[src/rtl/packer_pkg.sv]
package packer_pkg;

  typedef enum logic [2:0] {
    ST_IDLE,
    ST_ECMD,
    ST_EADR,
    ST_EWAIT,
    ST_PCMD,
    ST_PADR,
    ST_PDAT,
    ST_PWAIT
  } pk_state_e;

  typedef enum logic [1:0] {
    FK_CMD  = 2'd0,
    FK_ADDR = 2'd1,
    FK_DATA = 2'd2
  } fl_kind_e;

  localparam logic [7:0] OP_PROGRAM = 8'h10;
  localparam logic [7:0] OP_ERASE   = 8'h60;

endpackage

[src/rtl/packer_rst_sync.sv]
module packer_rst_sync (
  input  logic clk,
  input  logic rst_n,
  output logic rst_core_n
);
  logic stage_q;

  always_ff @(posedge clk or negedge rst_n) begin
    if (!rst_n) begin
      stage_q    <= 1'b0;
      rst_core_n <= 1'b0;
    end else begin
      stage_q    <= 1'b1;
      rst_core_n <= stage_q;
    end
  end
endmodule

[src/rtl/packer_addr_ctr.sv]
module packer_addr_ctr #(
  parameter int ADDR_W     = 25,
  parameter int BLOCK_BITS = 10
) (
  input  logic              clk,
  input  logic              rst_n,
  input  logic              inc,
  output logic [ADDR_W-1:0] addr,
  output logic              full,
  output logic              blk_start
);
  logic [ADDR_W:0] cnt_q, cnt_d;
  logic            cnt_en;

  assign cnt_en = inc && !cnt_q[ADDR_W];

  always_comb begin
    cnt_d = cnt_q + 1'b1;
  end

  always_ff @(posedge clk or negedge rst_n) begin
    if (!rst_n) begin
      cnt_q <= '0;
    end else if (cnt_en) begin
      cnt_q <= cnt_d;
    end
  end

  assign addr      = cnt_q[ADDR_W-1:0];
  assign full      = cnt_q[ADDR_W];
  assign blk_start = (cnt_q[BLOCK_BITS-1:0] == '0);

  assert_full_sticky_R8: assert property (@(posedge clk) disable iff (!rst_n)
    full |=> full);

  assert_addr_step_R4: assert property (@(posedge clk) disable iff (!rst_n)
    (inc && !full) |=> (addr == ADDR_W'($past(addr) + 1'b1)));
endmodule

[src/rtl/packer_lane_mux.sv]
module packer_lane_mux #(
  parameter int SAMPLE_W = 32,
  localparam int LANES   = SAMPLE_W / 8,
  localparam int LANE_W  = $clog2(LANES)
) (
  input  logic [SAMPLE_W-1:0] word,
  input  logic [LANE_W-1:0]   lane,
  output logic [7:0]          lane_byte
);
  logic [7:0] slice [LANES];

  genvar g;
  generate
    for (g = 0; g < LANES; g++) begin : g_slice
      assign slice[g] = word[SAMPLE_W-1-8*g -: 8];
    end
  endgenerate

  assign lane_byte = slice[lane];
endmodule

[src/rtl/packer_seq.sv]
module packer_seq
  import packer_pkg::*;
#(
  parameter int ADDR_W    = 25,
  parameter int SAMPLE_W  = 32,
  localparam int LANES    = SAMPLE_W / 8,
  localparam int LANE_W   = $clog2(LANES),
  localparam int ADR_BYTES = (ADDR_W + 7) / 8,
  localparam int ADR_CW   = (ADR_BYTES > 1) ? $clog2(ADR_BYTES) : 1
) (
  input  logic                clk,
  input  logic                rst_n,
  input  logic                in_valid,
  input  logic [SAMPLE_W-1:0] in_data,
  output logic                in_ready,
  input  logic [ADDR_W-1:0]   addr,
  input  logic                full,
  input  logic                blk_start,
  output logic                byte_inc,
  output logic [SAMPLE_W-1:0] word_q,
  output logic [LANE_W-1:0]   lane_q,
  input  logic [7:0]          lane_byte,
  input  logic                fl_rdy,
  output logic                fl_we,
  output logic [1:0]          fl_kind,
  output logic [7:0]          fl_bus
);
  pk_state_e state_q, state_d;
  logic [ADR_CW-1:0] acnt_q, acnt_d;
  logic [LANE_W-1:0] lane_d;
  logic              take;
  logic              adr_last;
  logic [ADR_BYTES*8-1:0] addr_pad;

  assign addr_pad = {{(ADR_BYTES*8-ADDR_W){1'b0}}, addr};
  assign adr_last = (acnt_q == ADR_CW'(ADR_BYTES - 1));
  assign in_ready = (state_q == ST_IDLE) && !full;
  assign take     = in_valid && in_ready;
  assign byte_inc = (state_q == ST_PDAT);

  always_comb begin
    state_d = state_q;
    acnt_d  = acnt_q;
    lane_d  = lane_q;
    unique case (state_q)
      ST_IDLE: begin
        if (take) begin
          lane_d  = '0;
          state_d = blk_start ? ST_ECMD : ST_PCMD;
        end
      end
      ST_ECMD: begin
        acnt_d  = '0;
        state_d = ST_EADR;
      end
      ST_EADR: begin
        if (adr_last) state_d = ST_EWAIT;
        else          acnt_d  = acnt_q + 1'b1;
      end
      ST_EWAIT: begin
        if (fl_rdy) state_d = ST_PCMD;
      end
      ST_PCMD: begin
        acnt_d  = '0;
        state_d = ST_PADR;
      end
      ST_PADR: begin
        if (adr_last) state_d = ST_PDAT;
        else          acnt_d  = acnt_q + 1'b1;
      end
      ST_PDAT: begin
        state_d = ST_PWAIT;
      end
      ST_PWAIT: begin
        if (fl_rdy) begin
          if (lane_q == LANE_W'(LANES - 1)) begin
            state_d = ST_IDLE;
          end else begin
            lane_d  = lane_q + 1'b1;
            state_d = blk_start ? ST_ECMD : ST_PCMD;
          end
        end
      end
      default: state_d = ST_IDLE;
    endcase
  end

  always_ff @(posedge clk or negedge rst_n) begin
    if (!rst_n) begin
      state_q <= ST_IDLE;
      acnt_q  <= '0;
      lane_q  <= '0;
    end else begin
      state_q <= state_d;
      acnt_q  <= acnt_d;
      lane_q  <= lane_d;
    end
  end

  always_ff @(posedge clk or negedge rst_n) begin
    if (!rst_n) begin
      word_q <= '0;
    end else if (take) begin
      word_q <= in_data;
    end
  end

  always_comb begin
    fl_we   = 1'b0;
    fl_kind = FK_CMD;
    fl_bus  = '0;
    unique case (state_q)
      ST_ECMD: begin
        fl_we  = 1'b1;
        fl_bus = OP_ERASE;
      end
      ST_PCMD: begin
        fl_we  = 1'b1;
        fl_bus = OP_PROGRAM;
      end
      ST_EADR, ST_PADR: begin
        fl_we   = 1'b1;
        fl_kind = FK_ADDR;
        fl_bus  = addr_pad[8*acnt_q +: 8];
      end
      ST_PDAT: begin
        fl_we   = 1'b1;
        fl_kind = FK_DATA;
        fl_bus  = lane_byte;
      end
      default: ;
    endcase
  end

  assert_erase_first_R6: assert property (@(posedge clk) disable iff (!rst_n)
    (state_q == ST_PCMD && blk_start) |-> ($past(state_q) == ST_EWAIT));

  assert_wait_busy_R7: assert property (@(posedge clk) disable iff (!rst_n)
    ((state_q == ST_EWAIT || state_q == ST_PWAIT) && !fl_rdy) |=> (state_q == $past(state_q)));

  assert_data_after_addr_R5: assert property (@(posedge clk) disable iff (!rst_n)
    (state_q == ST_PDAT) |-> ($past(state_q) == ST_PADR));

  assert_ready_quiet_R9: assert property (@(posedge clk) disable iff (!rst_n)
    in_ready |-> (!full && !fl_we));
endmodule

[src/rtl/stereo_flash_packer.sv]
module stereo_flash_packer #(
  parameter int ADDR_W     = 25,
  parameter int BLOCK_BITS = 10,
  parameter int SAMPLE_W   = 32,
  localparam int LANE_W    = $clog2(SAMPLE_W / 8)
) (
  input  logic                clk,
  input  logic                rst_n,
  input  logic                in_valid,
  output logic                in_ready,
  input  logic [SAMPLE_W-1:0] in_data,
  output logic                fl_we,
  output logic [1:0]          fl_kind,
  output logic [7:0]          fl_bus,
  input  logic                fl_rdy,
  output logic                full
);
  logic                rst_core_n;
  logic                byte_inc;
  logic                blk_start;
  logic [ADDR_W-1:0]   addr;
  logic [SAMPLE_W-1:0] word_q;
  logic [LANE_W-1:0]   lane_q;
  logic [7:0]          lane_byte;

  packer_rst_sync u_rst (
    .clk        (clk),
    .rst_n      (rst_n),
    .rst_core_n (rst_core_n)
  );

  packer_addr_ctr #(.ADDR_W(ADDR_W), .BLOCK_BITS(BLOCK_BITS)) u_addr (
    .clk       (clk),
    .rst_n     (rst_core_n),
    .inc       (byte_inc),
    .addr      (addr),
    .full      (full),
    .blk_start (blk_start)
  );

  packer_lane_mux #(.SAMPLE_W(SAMPLE_W)) u_lane (
    .word      (word_q),
    .lane      (lane_q),
    .lane_byte (lane_byte)
  );

  packer_seq #(.ADDR_W(ADDR_W), .SAMPLE_W(SAMPLE_W)) u_seq (
    .clk       (clk),
    .rst_n     (rst_core_n),
    .in_valid  (in_valid),
    .in_data   (in_data),
    .in_ready  (in_ready),
    .addr      (addr),
    .full      (full),
    .blk_start (blk_start),
    .byte_inc  (byte_inc),
    .word_q    (word_q),
    .lane_q    (lane_q),
    .lane_byte (lane_byte),
    .fl_rdy    (fl_rdy),
    .fl_we     (fl_we),
    .fl_kind   (fl_kind),
    .fl_bus    (fl_bus)
  );
endmodule

[config.mk]
export PLATFORM = sky130hd
export DESIGN_NAME = stereo_flash_packer
export DESIGN_NICKNAME = d
export VERILOG_FILES = /design/src/rtl/packer_pkg.sv /design/src/rtl/packer_rst_sync.sv /design/src/rtl/packer_addr_ctr.sv /design/src/rtl/packer_lane_mux.sv /design/src/rtl/packer_seq.sv /design/src/rtl/stereo_flash_packer.sv
export SDC_FILE = /design/constraint.sdc
export NUM_CORES = 1
export LEC_CHECK = 0
export ABC_AREA = 1
export CORE_MARGIN = 5
export CORE_UTILIZATION = 34
export CTS_BUF_LIST = sky130_fd_sc_hd__clkbuf_2
export DETAILED_ROUTE_END_ITERATION = 7
export PLACE_DENSITY_LB_ADDON = 0.3
export SYNTH_ARGS = -nofsm -noshare
export SYNTH_HDL_FRONTEND = slang
export SYNTH_SLANG_ARGS = --single-unit
[constraint.sdc]
create_clock -name clk -period 5.1 [get_ports clk]
set_clock_uncertainty 0.1 [all_clocks]
set_input_delay 0.765 -clock clk [delete_from_list [all_inputs] [get_ports clk]]
set_output_delay 0.765 -clock clk [all_outputs]
set_load 0.01 [all_outputs]
Word level (Yosys, flattened, before mapping)
Index checks and enable logic that the tools add are counted.
Word-level totals
  input bits: 36
  register bits after elaboration: 67
  logic and storage cells: 63
Operators by class
  bitwise gates (word level): 1
  shift-type cells: 1
  add/subtract/negate cells: 3
  reduce and logical (&&, ||, !) cells: 14
  order comparisons: 1
  mux-type cells: 20
  eq/ne operators: 16
Operators by type and width (number)
  $pmux W8 S4: 1
  $shiftx A32 B6 Y8: 1
  $add A26 B1 Y26 const B: 1
  $pmux W3 S8: 1
  $mux W3: 7
  $bmux W8 S2: 1
  $mux W8: 2
  $eq A3 B3 Y1 const B: 4
  $pmux W2 S2: 3
  $logic_not A10 Y1: 1
  $mux W2: 4
  $ne A2 B2 Y1 const B: 4
  $eq A3 B2 Y1 const B: 2
  $ne A2 B1 Y1 const B: 3
  $reduce_and A5 Y1: 1
  $reduce_or A5 Y1: 1
  $add A2 B1 Y2 const B: 2
  $eq A2 B2 Y1 const B: 2
  $reduce_and A4 Y1: 1
  $reduce_bool A2 Y1: 2
  $reduce_or A2 Y1: 2
  $eq A3 B1 Y1 const B: 1
  $ge A3 B3 Y1 const B: 1
  $logic_and A1 B1 Y1: 3
  5 further kinds: 5

Logic depth before layout (Yosys ltp)
Gate-level depths: netlist of the first run.
  word-level depth: 5
  gate-level depth with buffers: 10
  gate-level depth less buffers: 10

By module
A second synthesis of the first run with hierarchy kept.
Second synthesis, totals
  cells, all modules: 568
  area total of the unflattened synthesis: 4028.9 um2
By module, submodules not included
  packer_seq: seq. area each 975.9 um2, times used 1, cells each 288, area each 2164.6 um2
  packer_addr_ctr: seq. area each 650.6 um2, times used 1, cells each 183, area each 1415.1 um2
  packer_lane_mux: seq. area each 0.0 um2, times used 1, cells each 94, area each 395.4 um2
  packer_rst_sync: seq. area each 50.0 um2, times used 1, cells each 3, area each 53.8 um2

Worst setup path before layout of the first run
No wires, ideal clock.
  kind: register to output
  start point: register u_seq.acnt_q[0]
  end point: output port fl_bus[4]
  stages on the path, launching flop included: 8
  data required time: 4235 ps
  slack: 3039 ps
  arrival time: 1196 ps
  cell sequence: dfrtp_1 inv_1 clkbuf_1 a21oi_1 o21ai_0 o21ai_0 nand2_1 nand3_1
On the way
  cells in the longest elaborated chain, start to end: 2
Ends and longest elaborated chain
  start, declared: RTL line packer_seq.sv:29  | logic [ADR_CW-1:0] acnt_q, acnt_d;
  start signal, assigned: RTL line packer_seq.sv:95  | acnt_q <= acnt_d;
  $shiftx A32 B6 Y8: RTL line packer_seq.sv:124  | fl_bus = addr_pad[8*acnt_q +: 8];
  $pmux W8 S4: RTL line packer_seq.sv:112  | unique case (state_q)
  end, declared: RTL line stereo_flash_packer.sv:14  | output logic [7:0] fl_bus,
Every way passes these cells.

Final worst setup path of the first run
  start point: register u_seq.lane_q[0]
  end point: output port fl_bus[1]
On the way
  cells in the longest elaborated chain, start to end: 5
Ends and longest elaborated chain
  start, declared: RTL line packer_seq.sv:21  | output logic [LANE_W-1:0] lane_q,
  start signal, assigned: RTL line packer_seq.sv:96  | lane_q <= lane_d;
  $not A2 Y3 (not written as such): RTL line packer_lane_mux.sv:19  | assign lane_byte = slice[lane];
  $bmux W8 S2: RTL line packer_lane_mux.sv:19
  $mux W8 (not written as such) (2 in series): RTL line packer_lane_mux.sv:19
  $pmux W8 S4: RTL line packer_seq.sv:112
Every way passes these cells. The select of a mux whose other input is x is not followed.

==> reports/metrics.cfg, run 1 <==
[status]
status = finished, final reports clean

[die]
initial_utilization_pct = 34.7
die_y_um = 115
io_pins = 49
rows = 38
core_um2 = 10800
die-area_um2 = 13300
die_w_um = 115

[worst_setup_path]
cpMostUsedCell = a21oi_1
path_cells = inv_1 -> a21oi_1 -> o21ai_0 -> a21oi_1 -> a21o_1 -> clkdlybuf4s50_1
startpoint = u_seq.lane_q[0]$_DFFE_PN0P_
worst_setup_path_end_kind = output pin
path_max_fanout = 19
worst-path-buf-inv = 2
critPathKind = flip-flop to output pin
reg2reg_to = u_seq.word_q[3]$_DFFE_PN0P_
regToRegSetupSlack_ps = 3140
cp_slowest_cell = dfrtp_1
cp_top_family = buffers and inverters
reg2reg_from = u_seq.state_q[1]$_DFFE_PN0P_
crit_cells = 6
slowest_delay_ps = 680
worst_ep_arrival_time_ps = 2690
worstRegToRegCells = 5
cp-start-kind = flip-flop
critical_path_required_ps = 4240
endpoint = fl_bus[1]

[clocking]
cts_tree = done
cts_hold_buf = 0
cts_buffers = 9
htreeDepth = 3
clk_latency_ps = 530
cts_setup_buffers = 0
cts_resized = 0
cts_root_buf = clkbuf_2
clkTransAtPathRegs_ps = 230
cts.sinks = 67
clockBufferDepth = 2

[global_route]
grt.total_usage_pct = 15.1
grt_pass1_vias = 3225
grt_max_degree = 66
grt_overflow = 0
grt_pass1_wl_um = 15700
antenna_found_initial = 0

[layout]
drive_gt1_share_pct = 6.83
nets = 562
layout_commonest_cell = nand2_1
diodes = 0
final_cell_mix = nand2_1 (126), dfrtp_1 (66), inv_1 (49)
syn2layout_area_growth_pct = 19.0
utilization_pct = 41.3
finalNonFillerCells = 667
design_area_um2 = 4470

[sta]
fin_crit_sh_pct = 69.8
period_needed_ps = 3560
hold_viol = 0
setup_violations = 0
drv_slew = 0
slew-limit-headroom_pct = 45.3
whs_ps = 260
tns_ps = 0
max_freq_mhz = 281
rsz0062_at_grt = false
worst_slew_pin_slew_ps = 821
fin_ws_ps = 1540

[pwr]
power_leakage_nw = 2.04
irDropWorstVdd_mv = 0.198
total_power_mw = 1.56
powerDensity_nw_per_um2 = 348

[routing]
vias = 3260
drt-initial-drc-count = 288
wl_per_cell_um = 14.3
routed_via_density = 4.89
drt_wl_total_um = 9540
drc = 0
drtPass1Iterations = 4
drtAntennaViolNets = 0

[placed_design]
dp.cells = 651
dp_slack_ps = 2160
hpwl_um = 7400
postPlaceCellArea_um2 = 4350
portBuffers = 48
routabilityCongestion = 0.865

[yosys]
ys_seq_elements = 67
ys_seq_area_share_pct = 44.6
synth_area_leaders = dfrtp_1 (45%), nand2_1 (13%), inv_1 (4.9%), mux2_1 (4.8%), o21ai_0 (4.7%)
yosysTopAreaCellShare_pct = 44.6
netlist_area_um2 = 3760
netlist.top_cell.by_area = dfrtp_1
synth_fp_nets = 515
syn_area_per_cell_um2 = 7.91
synth_cell_types = 35
yosysWarnings = 0
syn_inst = 475

[hold_path]
hold_class = input pin to async pin

[job]
maxCapViolCount = 0

[metal layers]
| metal | vias to the layer above | global-route usage, % | routed length [µm] | part of all wire [%] |
|---|---|---|---|---|
| li1 | 1639 | - | - | - |
| met1 | 1521 | 19.0 | 4220 | 44 |
| met2 | 89 | 26.4 | 4740 | 50 |
| met3 | 11 | 2.53 | 427 | 4.5 |
| met4 | 0 | 4.93 | 147 | 1.5 |
| met5 | - | 0 | 0 | 0 |
[layout make-up]
cell class	instances	area [µm²]
multi-input combinational	342	1800
clock inverter	7	80.1
clock buffer	9	45.0
fill	1126	6370
tap	140	175
sequential	67	1680
inverter	52	195
timing repair buffer	50	495
[cell families (layout without fill, tap and decap cells)]
logic type,Yosys count,after routing,synth area share [%]
muxes,16,16,4.79
buffers and inverters,66,118,7.39
DFF,67,67,44.6
and+or+nand+nor,215,215,25.8
AOI/OAI and AO/OA,92,92,12.7
adders and majority gates,4,4,1.33
xor gates and xnor gates,14,14,3.26
other,1,1,0.0998
[flip-flops by register name, summed over array words and instances (netlist names)]
register,cells
u_rst.rst_core_n,1
u_addr.cnt_q,26
u_seq.lane_q,2
u_seq.word_q,32
u_seq.state_q,3
u_rst.stage_q,1
u_seq.acnt_q,2
[worst min path at each step]
stage / endpoint / slack [ps] / depth (start not counted)
6_report: u_rst.rst_core_n$_DFF_PN0_ / 260 / 1
5_1_grt: u_rst.rst_core_n$_DFF_PN0_ / 240 / 1
4_1_cts: u_rst.rst_core_n$_DFF_PN0_ / 240 / 1
3_5_place_dp: u_rst.rst_core_n$_DFF_PN0_ / 250 / 0
3_3_place_gp: u_rst.rst_core_n$_DFF_PN0_ / 240 / 0
2_1_floorplan: u_rst.rst_core_n$_DFF_PN0_ / 230 / 0
[worst reg2reg max path: stages (launching register included)]
cell     delay, ps
dfrtp_1        510
nor2_2         190
nand2_2        120
nor3_4         110
buf_4          440
mux2_1         400
[where the power goes]
part	leakage [nW]	total (mW)	internal [mW]	switching (mW)
combinational	1.15	0.586	0.254	0.332
sequential	0.816	0.628	0.568	0.0595
clock	0.0752	0.344	0.121	0.223
total	2.04	1.56	0.943	0.615
[Yosys cell counts]
cell type and instances:
a21o_1 5, a21oi_1 30, and2_1 1, buf_1 1, buf_2 6, buf_4 2
buf_6 2, clkbuf_1 3, conb_1 1, dfrtp_1 67, ha_1 4, inv_1 49
inv_2 3, mux2_1 16, nand2_1 126, nand2_2 1, nand3_1 23, nand3_2 3
nand3_4 1, nand3b_1 3, nand4_1 3, nor2_1 38, nor2_2 4, nor2_4 2
nor2_8 1, nor3_1 6, nor3_4 2, nor4_1 1, o211ai_1 1, o21ai_0 35
o21ai_1 19, o21bai_1 1, o22ai_1 1, xnor2_1 1, xor2_1 13
No activity file was read; power rests on OpenSTA's default activity.
==> run 2: changes to the inputs <==
==> constraint.sdc (replaced) <==
create_clock -name clk -period 3.2 [get_ports clk]
set_clock_uncertainty 0.1 [all_clocks]
set_input_delay 0.48 -clock clk [delete_from_list [all_inputs] [get_ports clk]]
set_output_delay 0.48 -clock clk [all_outputs]
set_load 0.01 [all_outputs]
==> run 2 against run 1 <==
Register-to-register slack got worse by 1900 ps. Largest cell class unchanged. Highest routed layer unchanged. Combinational power grew 68%. Setup slack lost 1400 ps. Total power is 57% higher. Final cell count rose by 0.90%. Non-clock buffer count is 6 higher. Design area increased by 0.90%. Clock power rose by 31%. Critical endpoint is now fl_bus[6]. Via count decreased by 0.43%. Routed wire length grew 1.4%. Critical path type unchanged. Utilization increased by 0.37 points.
==> reports/metrics.cfg, run 2 (synthesized netlist as in run 1, its figures left out) <==
[worst_setup_path]
critical_path_required_ps = 2620  ; -1620 ps
reg2reg_to = u_seq.word_q[31]$_DFFE_PN0P_
crit_cells = 6  ; unchanged
worst_ep_arrival_time_ps = 2470  ; -220 ps
regToRegSetupSlack_ps = 1220  ; -1920 ps
cp-start-kind = flip-flop
path_cells = inv_1 -> nand3_1 -> nand2_1 -> nand2_1 -> nand3_1 -> clkdlybuf4s50_1
worstRegToRegCells = 5  ; unchanged
reg2reg_from = u_seq.state_q[1]$_DFFE_PN0P_
worst_setup_path_end_kind = output pin
path_max_fanout = 11  ; -8
cp_slowest_cell = clkdlybuf4s50_1
critPathKind = flip-flop to output pin
startpoint = u_seq.state_q[1]$_DFFE_PN0P_
cp_top_family = buffers and inverters
worst-path-buf-inv = 2  ; unchanged
slowest_delay_ps = 550  ; -130 ps
endpoint = fl_bus[6]

[clocking]
htreeDepth = 3  ; unchanged
cts_buffers = 9  ; unchanged
clockBufferDepth = 2  ; unchanged
clk_latency_ps = 570  ; +40 ps
cts_tree = done
clkTransAtPathRegs_ps = 240  ; about the same
cts_root_buf = clkbuf_2
cts.sinks = 67  ; unchanged

[die]
die_w_um = 115  ; unchanged
core_um2 = 10800  ; unchanged
rows = 38  ; unchanged
io_pins = 49  ; unchanged
die-area_um2 = 13300  ; unchanged
initial_utilization_pct = 34.7  ; unchanged
die_y_um = 115  ; unchanged

[layout]
num-fill-cells = 1129  ; +0.27%
reg.largest.list = u_seq.word_q: 32 flops, u_addr.cnt_q: 26 flops, u_seq.state_q: 3 flops
top_register = u_seq.word_q
register_area_um2 = 1680  ; +0.30%
diodes = 0  ; unchanged
finalNonFillerCells = 673  ; +0.90%
syn2layout_area_growth_pct = 20.1
drive_gt1_share_pct = 8.63  ; +1.8 points
layout_commonest_cell = nand2_1
multi_input_area_um2 = 1800  ; unchanged
largest_reg_flops = 32  ; unchanged
nets = 568  ; +1.1%
final_cell_mix = nand2_1 (126), dfrtp_1 (62), inv_1 (48), clkdlybuf4s50_1 (48), nor2_1 (38)

[placed_design]
portBuffers = 48  ; unchanged
dp.cells = 651  ; unchanged
routabilityCongestion = 0.862  ; -0.34%
hpwl_um = 7420  ; +0.22%

[sta]
tns_ps = 0  ; unchanged
setup_violations = 0  ; unchanged
fin_crit_sh_pct = 95.2
hold_viol = 0  ; unchanged
slew-limit-headroom_pct = 49.3  ; +4.0 points
drv_slew = 0  ; unchanged
max_freq_mhz = 328
period_needed_ps = 3050
rsz0062_at_grt = false
worst_slew_pin_slew_ps = 760  ; -60.7 ps

[global_route]
grt.total_usage_pct = 15.5  ; +0.35 points
grt_pass1_wl_um = 15800  ; +0.53%
grt_max_degree = 49  ; -26%
grt_overflow = 0  ; unchanged
grt_pass1_vias = 3211  ; -0.43%
antenna_found_initial = 0  ; unchanged

[pwr]
power_leakage_nw = 2.05  ; +0.49%
powerDensity_nw_per_um2 = 541  ; +55%
irDropWorstVdd_mv = 0.369  ; +86%

[routing]
routed_via_density = 4.82  ; -1.3%
wl_per_cell_um = 14.4  ; +0.45%
drtPass1Iterations = 5  ; +1
vias = 3246  ; -0.43%
drt_wl_total_um = 9670  ; +1.4%
drc = 0  ; unchanged
drtAntennaViolNets = 0  ; unchanged
drt-initial-drc-count = 306  ; +6.3%

[status]
status = finished, final reports clean

[hold_path]
hold_class = flip-flop to async pin

[job]
maxCapViolCount = 0  ; unchanged

[run 2: cell count changes in the layout (fill, tap and decap cells not counted), moves of 2 or more]
cell	delta
dfrtp_1	-4
buf_4	+4
dfrtp_2	+4
clkinvlp_4	+2
[run 2: through the flow]
stage	setup slack [ps]	util (%)	area (µm²)	hold slack, ps	total power, mW
after floorplan	1100	-	3760	84.4	1.56
after global placement	658	40.1	4350	238	1.93
after detailed placement	532	40.1	4350	242	1.95
after CTS	98.2	41.1	4460	277	2.40
after global routing	11.4	41.6	4510	285	2.62
final	155	41.6	4510	243	2.44
[run 2: area by class of cell]
| class | count | share of cell area (%) |
|---|---|---|
| Clock inverter | 7 | 1.14 |
| Inverter | 52 | 4.41 |
| Sequential cell | 67 | 37.3 |
| Tap cell | 140 | 3.88 |
| Timing Repair Buffer | 56 | 12.3 |
| Multi-Input combinational cell | 342 | 40.0 |
| Clock buffer | 9 | 0.998 |
[run 2: worst min path at each step]
| stage | end | slack, ps | cells past startpoint |
|---|---|---|---|
| floorplan | u_rst.rst_core_n$_DFF_PN0_ | 80 | 0 |
| global placement | u_rst.rst_core_n$_DFF_PN0_ | 240 | 0 |
| detailed placement | u_rst.rst_core_n$_DFF_PN0_ | 240 | 0 |
| CTS | u_seq.word_q[26]$_DFFE_PN0P_ | 280 | 0 |
| global route | u_seq.word_q[21]$_DFFE_PN0P_ | 290 | 3 |
| finish | u_seq.word_q[26]$_DFFE_PN0P_ | 240 | 0 |
[run 2: worst register-to-register path: cells and delay by family, from the launching register on]
kind | cells | cell delay (ps)
AND/OR/NAND/NOR | 3 | 430
multiplexers | 1 | 400
buffers and inverters | 1 | 450
flip-flops | 1 | 510
[run 2: repair_timing]
action,4_1_cts,5_1_grt
endpoints found under the hold margin,2,0
resized for setup,1,4
pin swaps,0,0
setup buffers,0,5
hold buffers,1,0
endpoints found under the setup margin,8,8
gates cloned,0,0
[run 2: metal layers]
| layer | wire [µm] | vias to the layer above | global-route usage, % |
|---|---|---|---|
| li1 | - | 1640 | - |
| met1 | 4400 | 1529 | 19.5 |
| met2 | 4620 | 55 | 24.8 |
| met3 | 383 | 22 | 3.05 |
| met4 | 265 | 0 | 8.53 |
| met5 | 0 | - | 0 |
[run 2: where the power goes]
| part | switching, mW | leakage, nW | internal [mW] |
|---|---|---|---|
| Clock | 0.345 | 0.0587 | 0.105 |
| Combinational | 0.543 | 1.18 | 0.442 |
| Sequential | 0.0974 | 0.810 | 0.909 |
